--- src/rtl/lvl_i2c_pkg.sv ---
package lvl_i2c_pkg;
  localparam int BYTE_W = 8;
  localparam logic [3:0] ADDR_HI = 4'b0011;

  typedef enum logic [2:0] {
    ST_IDLE,
    ST_ADDR,
    ST_ACK_A,
    ST_WR,
    ST_ACK_W,
    ST_RD,
    ST_RD_ACK,
    ST_WAIT
  } slv_state_t;
endpackage

--- src/rtl/i2c_line_sampler.sv ---
module i2c_line_sampler #(
  parameter int STAGES = 2
) (
  input  logic clk,
  input  logic rst,
  input  logic scl_in,
  input  logic sda_in,
  output logic scl_s,
  output logic sda_s,
  output logic scl_rise,
  output logic scl_fall,
  output logic start_det,
  output logic stop_det
);
  logic [1:0] raw;
  logic [1:0] synced;
  logic       scl_q, sda_q;

  assign raw = {scl_in, sda_in};

  for (genvar g = 0; g < 2; g++) begin : g_line
    logic [STAGES-1:0] chain;
    always_ff @(posedge clk) begin
      if (rst) chain <= '1;
      else     chain <= {chain[STAGES-2:0], raw[g]};
    end
    assign synced[g] = chain[STAGES-1];
  end

  assign scl_s = synced[1];
  assign sda_s = synced[0];

  always_ff @(posedge clk) begin
    if (rst) begin
      scl_q <= 1'b1;
      sda_q <= 1'b1;
    end else begin
      scl_q <= scl_s;
      sda_q <= sda_s;
    end
  end

  assign scl_rise  = scl_s & ~scl_q;
  assign scl_fall  = ~scl_s & scl_q;
  assign start_det = scl_s & scl_q & sda_q & ~sda_s;
  assign stop_det  = scl_s & scl_q & ~sda_q & sda_s;
endmodule

--- src/rtl/i2c_xfer_seq.sv ---
module i2c_xfer_seq
  import lvl_i2c_pkg::*;
(
  input  logic              clk,
  input  logic              rst,
  input  logic [1:0]        addr_sel,
  input  logic              scl_s,
  input  logic              sda_s,
  input  logic              scl_rise,
  input  logic              scl_fall,
  input  logic              start_det,
  input  logic              stop_det,
  input  logic [BYTE_W-1:0] rd_first,
  input  logic [BYTE_W-1:0] rd_second,
  output logic              sda_pull,
  output logic              commit,
  output logic [BYTE_W-1:0] wr_first,
  output logic [BYTE_W-1:0] wr_second
);
  localparam logic [3:0] BITS_DONE = 4'(BYTE_W);

  slv_state_t        state;
  logic [3:0]        cnt;
  logic [BYTE_W-1:0] shreg;
  logic [BYTE_W-1:0] first_hold;
  logic [BYTE_W-1:0] tx;
  logic              rw;
  logic              byte_idx;
  logic              ack_seen;
  logic [6:0]        my_addr;
  logic [BYTE_W-1:0] nxt_byte;

  assign my_addr  = {ADDR_HI, addr_sel, 1'b0};
  assign nxt_byte = byte_idx ? rd_first : rd_second;

  always_ff @(posedge clk) begin
    if (rst) begin
      state      <= ST_IDLE;
      cnt        <= '0;
      shreg      <= '0;
      first_hold <= '0;
      tx         <= '0;
      rw         <= 1'b0;
      byte_idx   <= 1'b0;
      ack_seen   <= 1'b0;
      sda_pull   <= 1'b0;
      commit     <= 1'b0;
    end else begin
      commit <= 1'b0;
      if (start_det) begin
        state    <= ST_ADDR;
        cnt      <= '0;
        sda_pull <= 1'b0;
        byte_idx <= 1'b0;
        ack_seen <= 1'b0;
      end else if (stop_det) begin
        state    <= ST_IDLE;
        sda_pull <= 1'b0;
        byte_idx <= 1'b0;
        ack_seen <= 1'b0;
      end else begin
        case (state)
          ST_ADDR, ST_WR: begin
            if (scl_rise && cnt < BITS_DONE) begin
              shreg <= {shreg[BYTE_W-2:0], sda_s};
              cnt   <= cnt + 4'd1;
            end else if (scl_fall && cnt == BITS_DONE) begin
              if (state == ST_ADDR) begin
                if (shreg[BYTE_W-1:1] == my_addr) begin
                  sda_pull <= 1'b1;
                  rw       <= shreg[0];
                  state    <= ST_ACK_A;
                end else begin
                  state <= ST_WAIT;
                end
              end else begin
                sda_pull <= 1'b1;
                state    <= ST_ACK_W;
              end
            end
          end
          ST_ACK_A: begin
            if (scl_fall) begin
              cnt      <= '0;
              byte_idx <= 1'b0;
              if (rw) begin
                state    <= ST_RD;
                tx       <= rd_first;
                sda_pull <= ~rd_first[BYTE_W-1];
              end else begin
                state    <= ST_WR;
                sda_pull <= 1'b0;
              end
            end
          end
          ST_ACK_W: begin
            if (scl_fall) begin
              sda_pull <= 1'b0;
              cnt      <= '0;
              state    <= ST_WR;
              byte_idx <= ~byte_idx;
              if (byte_idx) commit     <= 1'b1;
              else          first_hold <= shreg;
            end
          end
          ST_RD: begin
            if (scl_rise) begin
              cnt <= cnt + 4'd1;
            end else if (scl_fall) begin
              if (cnt == BITS_DONE) begin
                sda_pull <= 1'b0;
                state    <= ST_RD_ACK;
              end else begin
                sda_pull <= ~tx[BYTE_W-2];
                tx       <= {tx[BYTE_W-2:0], 1'b0};
              end
            end
          end
          ST_RD_ACK: begin
            if (scl_rise) begin
              if (sda_s) state    <= ST_WAIT;
              else       ack_seen <= 1'b1;
            end else if (scl_fall && ack_seen) begin
              ack_seen <= 1'b0;
              byte_idx <= ~byte_idx;
              tx       <= nxt_byte;
              sda_pull <= ~nxt_byte[BYTE_W-1];
              cnt      <= '0;
              state    <= ST_RD;
            end
          end
          default: ;
        endcase
      end
    end
  end

  assign wr_first  = first_hold;
  assign wr_second = shreg;

  // the slave only starts pulling SDA while the sampled clock is low
  assert_drive_low_scl_R2: assert property (@(posedge clk) disable iff (rst)
    $rose(sda_pull) |-> !scl_s);

  // a stop always lets go of SDA
  assert_stop_release_R9: assert property (@(posedge clk) disable iff (rst)
    stop_det |=> !sda_pull);

  // a start restarts the address phase from bit zero
  assert_start_resets_R7: assert property (@(posedge clk) disable iff (rst)
    start_det |=> (state == ST_ADDR && cnt == 4'd0 && !sda_pull));
endmodule

--- src/rtl/ctrl_reg_store.sv ---
module ctrl_reg_store
  import lvl_i2c_pkg::*;
#(
  parameter int DAC_W  = 10,
  parameter int RAMP_W = 4
) (
  input  logic              clk,
  input  logic              rst,
  input  logic              commit,
  input  logic [BYTE_W-1:0] wr_first,
  input  logic [BYTE_W-1:0] wr_second,
  output logic [BYTE_W-1:0] first_q,
  output logic [BYTE_W-1:0] second_q,
  output logic [DAC_W-1:0]  dac_level,
  output logic [RAMP_W-1:0] ramp_code,
  output logic              sleep_mode,
  output logic              wr_done
);
  localparam int LO_DAC = BYTE_W - RAMP_W;
  localparam int HI_DAC = DAC_W - LO_DAC;

  always_ff @(posedge clk) begin
    if (rst) begin
      first_q    <= '0;
      second_q   <= '0;
      dac_level  <= '0;
      ramp_code  <= '0;
      sleep_mode <= 1'b0;
      wr_done    <= 1'b0;
    end else begin
      wr_done <= commit;
      if (commit) begin
        first_q    <= wr_first;
        second_q   <= wr_second;
        dac_level  <= {wr_first[HI_DAC-1:0], wr_second[BYTE_W-1:RAMP_W]};
        ramp_code  <= wr_second[RAMP_W-1:0];
        sleep_mode <= wr_first[BYTE_W-1];
      end
    end
  end

  // the completion strobe lasts one cycle
  assert_strobe_single_R5: assert property (@(posedge clk) disable iff (rst)
    wr_done |=> !wr_done);

  // without a commit the programmed fields hold
  assert_hold_fields_R6: assert property (@(posedge clk) disable iff (rst)
    !commit |=> ($stable(dac_level) && $stable(ramp_code) && $stable(sleep_mode)));
endmodule

--- src/rtl/lvl_i2c_slave.sv ---
module lvl_i2c_slave
  import lvl_i2c_pkg::*;
#(
  parameter int SYNC_STAGES = 2,
  parameter int DAC_W       = 10,
  parameter int RAMP_W      = 4
) (
  input  logic              clk,
  input  logic              rst,
  input  logic [1:0]        addr_sel,
  input  logic              scl_in,
  input  logic              sda_in,
  output logic              sda_pull,
  output logic [DAC_W-1:0]  dac_level,
  output logic [RAMP_W-1:0] ramp_code,
  output logic              sleep_mode,
  output logic              wr_done
);
  logic scl_s, sda_s, scl_rise, scl_fall, start_det, stop_det;
  logic commit;
  logic [BYTE_W-1:0] wr_first, wr_second, first_q, second_q;

  i2c_line_sampler #(.STAGES(SYNC_STAGES)) u_sampler (
    .clk(clk), .rst(rst), .scl_in(scl_in), .sda_in(sda_in),
    .scl_s(scl_s), .sda_s(sda_s), .scl_rise(scl_rise), .scl_fall(scl_fall),
    .start_det(start_det), .stop_det(stop_det)
  );

  i2c_xfer_seq u_seq (
    .clk(clk), .rst(rst), .addr_sel(addr_sel),
    .scl_s(scl_s), .sda_s(sda_s), .scl_rise(scl_rise), .scl_fall(scl_fall),
    .start_det(start_det), .stop_det(stop_det),
    .rd_first(first_q), .rd_second(second_q),
    .sda_pull(sda_pull), .commit(commit),
    .wr_first(wr_first), .wr_second(wr_second)
  );

  ctrl_reg_store #(.DAC_W(DAC_W), .RAMP_W(RAMP_W)) u_store (
    .clk(clk), .rst(rst), .commit(commit),
    .wr_first(wr_first), .wr_second(wr_second),
    .first_q(first_q), .second_q(second_q),
    .dac_level(dac_level), .ramp_code(ramp_code),
    .sleep_mode(sleep_mode), .wr_done(wr_done)
  );
endmodule

--- config.mk ---
export PLATFORM = sky130hd
export DESIGN_NAME = lvl_i2c_slave
export DESIGN_NICKNAME = d
export VERILOG_FILES = /design/src/rtl/lvl_i2c_pkg.sv /design/src/rtl/i2c_line_sampler.sv /design/src/rtl/i2c_xfer_seq.sv /design/src/rtl/ctrl_reg_store.sv /design/src/rtl/lvl_i2c_slave.sv
export SDC_FILE = /design/constraint.sdc
export NUM_CORES = 1
export LEC_CHECK = 0
export BUFFER_PORTS_ARGS = -buffer_cell sky130_fd_sc_hd__buf_2
export CAP_MARGIN = 5
export CORE_MARGIN = 5
export CORE_UTILIZATION = 50
export CTS_BUF_LIST = sky130_fd_sc_hd__clkbuf_8
export DETAILED_ROUTE_END_ITERATION = 16
export PLACE_DENSITY = 0.78
export SYNTH_ARGS = -nofsm -noshare
export SYNTH_HDL_FRONTEND = slang
export SYNTH_SLANG_ARGS = --single-unit
--- constraint.sdc ---
create_clock -name clk -period 1.6 [get_ports clk]
set_input_delay 0 -clock clk [delete_from_list [all_inputs] [get_ports clk]]
set_output_delay 0 -clock clk [all_outputs]
set_load 0.005 [all_outputs]
==> impl_metrics.toml <==
[detailed_routing]
post-route-drc-count = 0
num_vias = 2452
vias_per_cell = 5.52
wl_per_cell_microns = 16.4
drt_iter0_drc = 219
drtPass1Iterations = 4
antenna_left = 0
wirelength_microns = 7270

[global_route]
grtUsageMet3 = 0.0510
grt_use_total = 0.196
grt_pass1_wl_microns = 11300
grt_pass1_vias = 2369
antenna_found_initial = 0
overflow = 0
top_usage_layer = "met2"
grtUsageMet2 = 0.318
met1_usage = 0.247
grt_max_degree = 29

[timing]
setup_tns_ns = -0.479
clock-skew-final_ns = 0.0105
tightest_slew_ns = 0.392
hold_violations = 0
grt_setup_unrepaired = "yes"
finalSetupViolations = 13
fin_ws_ns = -0.0724
maxSlewViolCount = 0
slew_headroom = 0.737
fin_crit_sh = 1.05
max_freq_ghz = 0.598
fin_crit_ns = 1.67

[final_layout]
fin_area_sq_mm = 0.00371
num-fill-cells = 423
diodes = 0
fin_nets = 375
area_delta_synth_final_pct = 33.4
drive_gt1_frac = 0.384

[power]
power.density_mw_per_mm2 = 1040
power_leakage_nw = 1.47
vdd_ir_drop_max_v = 0.000736

[floorplan]
die_h_microns = 84.6
rows = 27
initial_core_util = 0.509
core-area_sq_mm = 0.00547
die_w_microns = 84.6
io_pins = 23
die_area_sq_mm = 0.00716

[yosys]
synth_nets = 307
synth-edff-count = 0
synth_cells = 299
synth-seq-area-share = 0.417
synthArstFlopShare = 0
syn_area_sq_mm = 0.00278
ys_types = 51
synth.avg_cell_area_sq_um = 9.31
ys_ff_latch = 58
ys.flop_type = "dfxtp_1"
yosysWarnings = 0

[worst_setup_path]
endpoint_kind = "flop"
cp_data_required_time_ns = 1.84
path_max_fanout = 8
arrival_ns = 1.91
critPathLaunchType = "flop"
critical_path_class = "flop to flop"

[clocking]
cts_made_buffers = 9
clk_latency_ns = 0.35
tritoncts = "built"
htreeDepth = 3
cts.clk_slew.worst_paths_ns = 0.08
clockBufferDepth = 2
numClockSinks = 58
cts_root_buffer = "clkbuf_8"

[flow_run]
max_cap_violations = 0

[placement]
pre_cts_slack_ns = -0.120
place_congestion = 0.905
io_buffer_count = 22
postPlaceCellArea_sq_mm = 0.00323
place_hpwl_microns = 4600

[hold_path]
min_path_type = "primary input to flop"

[status]
status = "finished, violations left"
violations = "negative setup slack"
[cells in the final DEF (no fill, tap or decap), drive strengths merged, types with 6 or more instances in the layout]
cell type  instances
a21o               7
a21oi             15
a22oi              6
buf               82
clkbuf             9
dfxtp             58
inv                7
mux2i             37
nand2             16
nand2b             6
nor2              44
o21ai              6
or2                7
[cell usage after synthesis, types with 2 or more instances]
master,n,share of area
dfxtp_1,58,0.42
nor2_1,44,0.059
mux2i_1,37,0.13
nand2_1,16,0.022
a21oi_1,11,0.020
buf_2,9,0.016
buf_4,8,0.022
a21o_1,7,0.019
clkbuf_1,7,0.0094
or2_2,7,0.016
a22oi_1,6,0.016
inv_1,6,0.0081
nand2b_1,6,0.013
and3b_1,5,0.016
nor2b_1,5,0.011
nor3_1,5,0.0090
a21oi_2,4,0.013
nand3_1,4,0.0072
nor3b_1,4,0.011
o21ai_0,4,0.0072
nand3b_1,3,0.0081
or3_1,3,0.0067
xnor2_1,3,0.0094
a211oi_1,2,0.0054
a31oi_1,2,0.0045
and3_1,2,0.0045
buf_6,2,0.0081
ha_1,2,0.0090
nand4_1,2,0.0045
o21a_1,2,0.0054
o21bai_1,2,0.0054
o221a_2,2,0.0081
[sequential cells by signal, indices dropped and copies added (netlist names), 3 cells and up]
name,flops
u_seq.wr_second,8
u_seq.tx,7
u_store.second_q,7
u_sampler.g_line.chain,4
u_seq.state,3
u_seq.wr_first,8
u_store.first_q,8
u_seq.cnt,4
[path summary, 6_finish.rpt]
kind	startpoint	endpoint	cells past startpoint	slack (ns)
worst max register to register	u_seq.state[0]	u_seq.state[0]	5	-0.07
worst min-delay path	rst	u_seq.cnt[3]	3	0.1
worst max-delay path	u_seq.state[0]	u_seq.state[0]	5	-0.07
worst min register to register	u_sampler.g_line[1].chain[0]	u_sampler.g_line[1].chain[1]	1	0.41
[area by class of cell]
cell class                 count  area (sq um)  area share
timing repair buffer          84           636       0.171
multi-input combinational    208          1590       0.429
inverter                       6          22.5     0.00606
tap                           72          90.1      0.0243
sequential                    58          1180       0.318
clock buffer                   9           124      0.0334
clock inverter                 7          68.8      0.0185
[routing by layer]
| metal | routed length (microns) | part of all wire |
|---|---|---|
| met1 | 3180 | 0.44 |
| met2 | 3470 | 0.48 |
| met3 | 440 | 0.060 |
| met4 | 185 | 0.025 |
| met5 | 0 | 0 |
[power breakdown]
group          total, mW  leakage (nW)  internal [mW]  switching (mW)
clock               1.35        0.0954          0.715           0.633
combinational      0.968         0.902          0.511           0.457
sequential          1.54         0.471           1.49          0.0513
total               3.86          1.47           2.71            1.14
[worst max-delay path, stage by stage, from the launching register on]
cell	delay, ns
dfxtp_1	0.33
buf_4	0.17
nand3b_1	0.20
o32a_1	0.41
o211a_4	0.18
o311a_1	0.29
[kinds of logic after synthesis]
family | Yosys count | share of synthesized area
compound gates | 51 | 0.141
flops | 58 | 0.417
mux | 37 | 0.133
fa+ha+maj | 2 | 0.00899
simple gates | 114 | 0.223
xor+xnor | 4 | 0.0126
buf+inv | 33 | 0.0647
[stage by stage]
stage	instances	util	power, mW	hold slack (ns)
4_1_cts	441	0.647	3.72	0.0633
3_5_place_dp	418	0.590	2.31	0.185
5_1_grt	444	0.679	4.03	0.0985
3_3_place_gp	418	0.590	2.31	0.184
2_1_floorplan	299	-	2.03	0.104
6_report	444	0.679	3.86	0.0953
[timing repair]
item,4_1_cts,5_1_grt
pin swaps,8,15
buffers inserted,5,4
setup endpoints to repair,30,31
endpoints found under the hold margin,2,0
hold buffers,2,0
resized for setup,16,35
No activity file was read; power rests on OpenSTA's default activity.
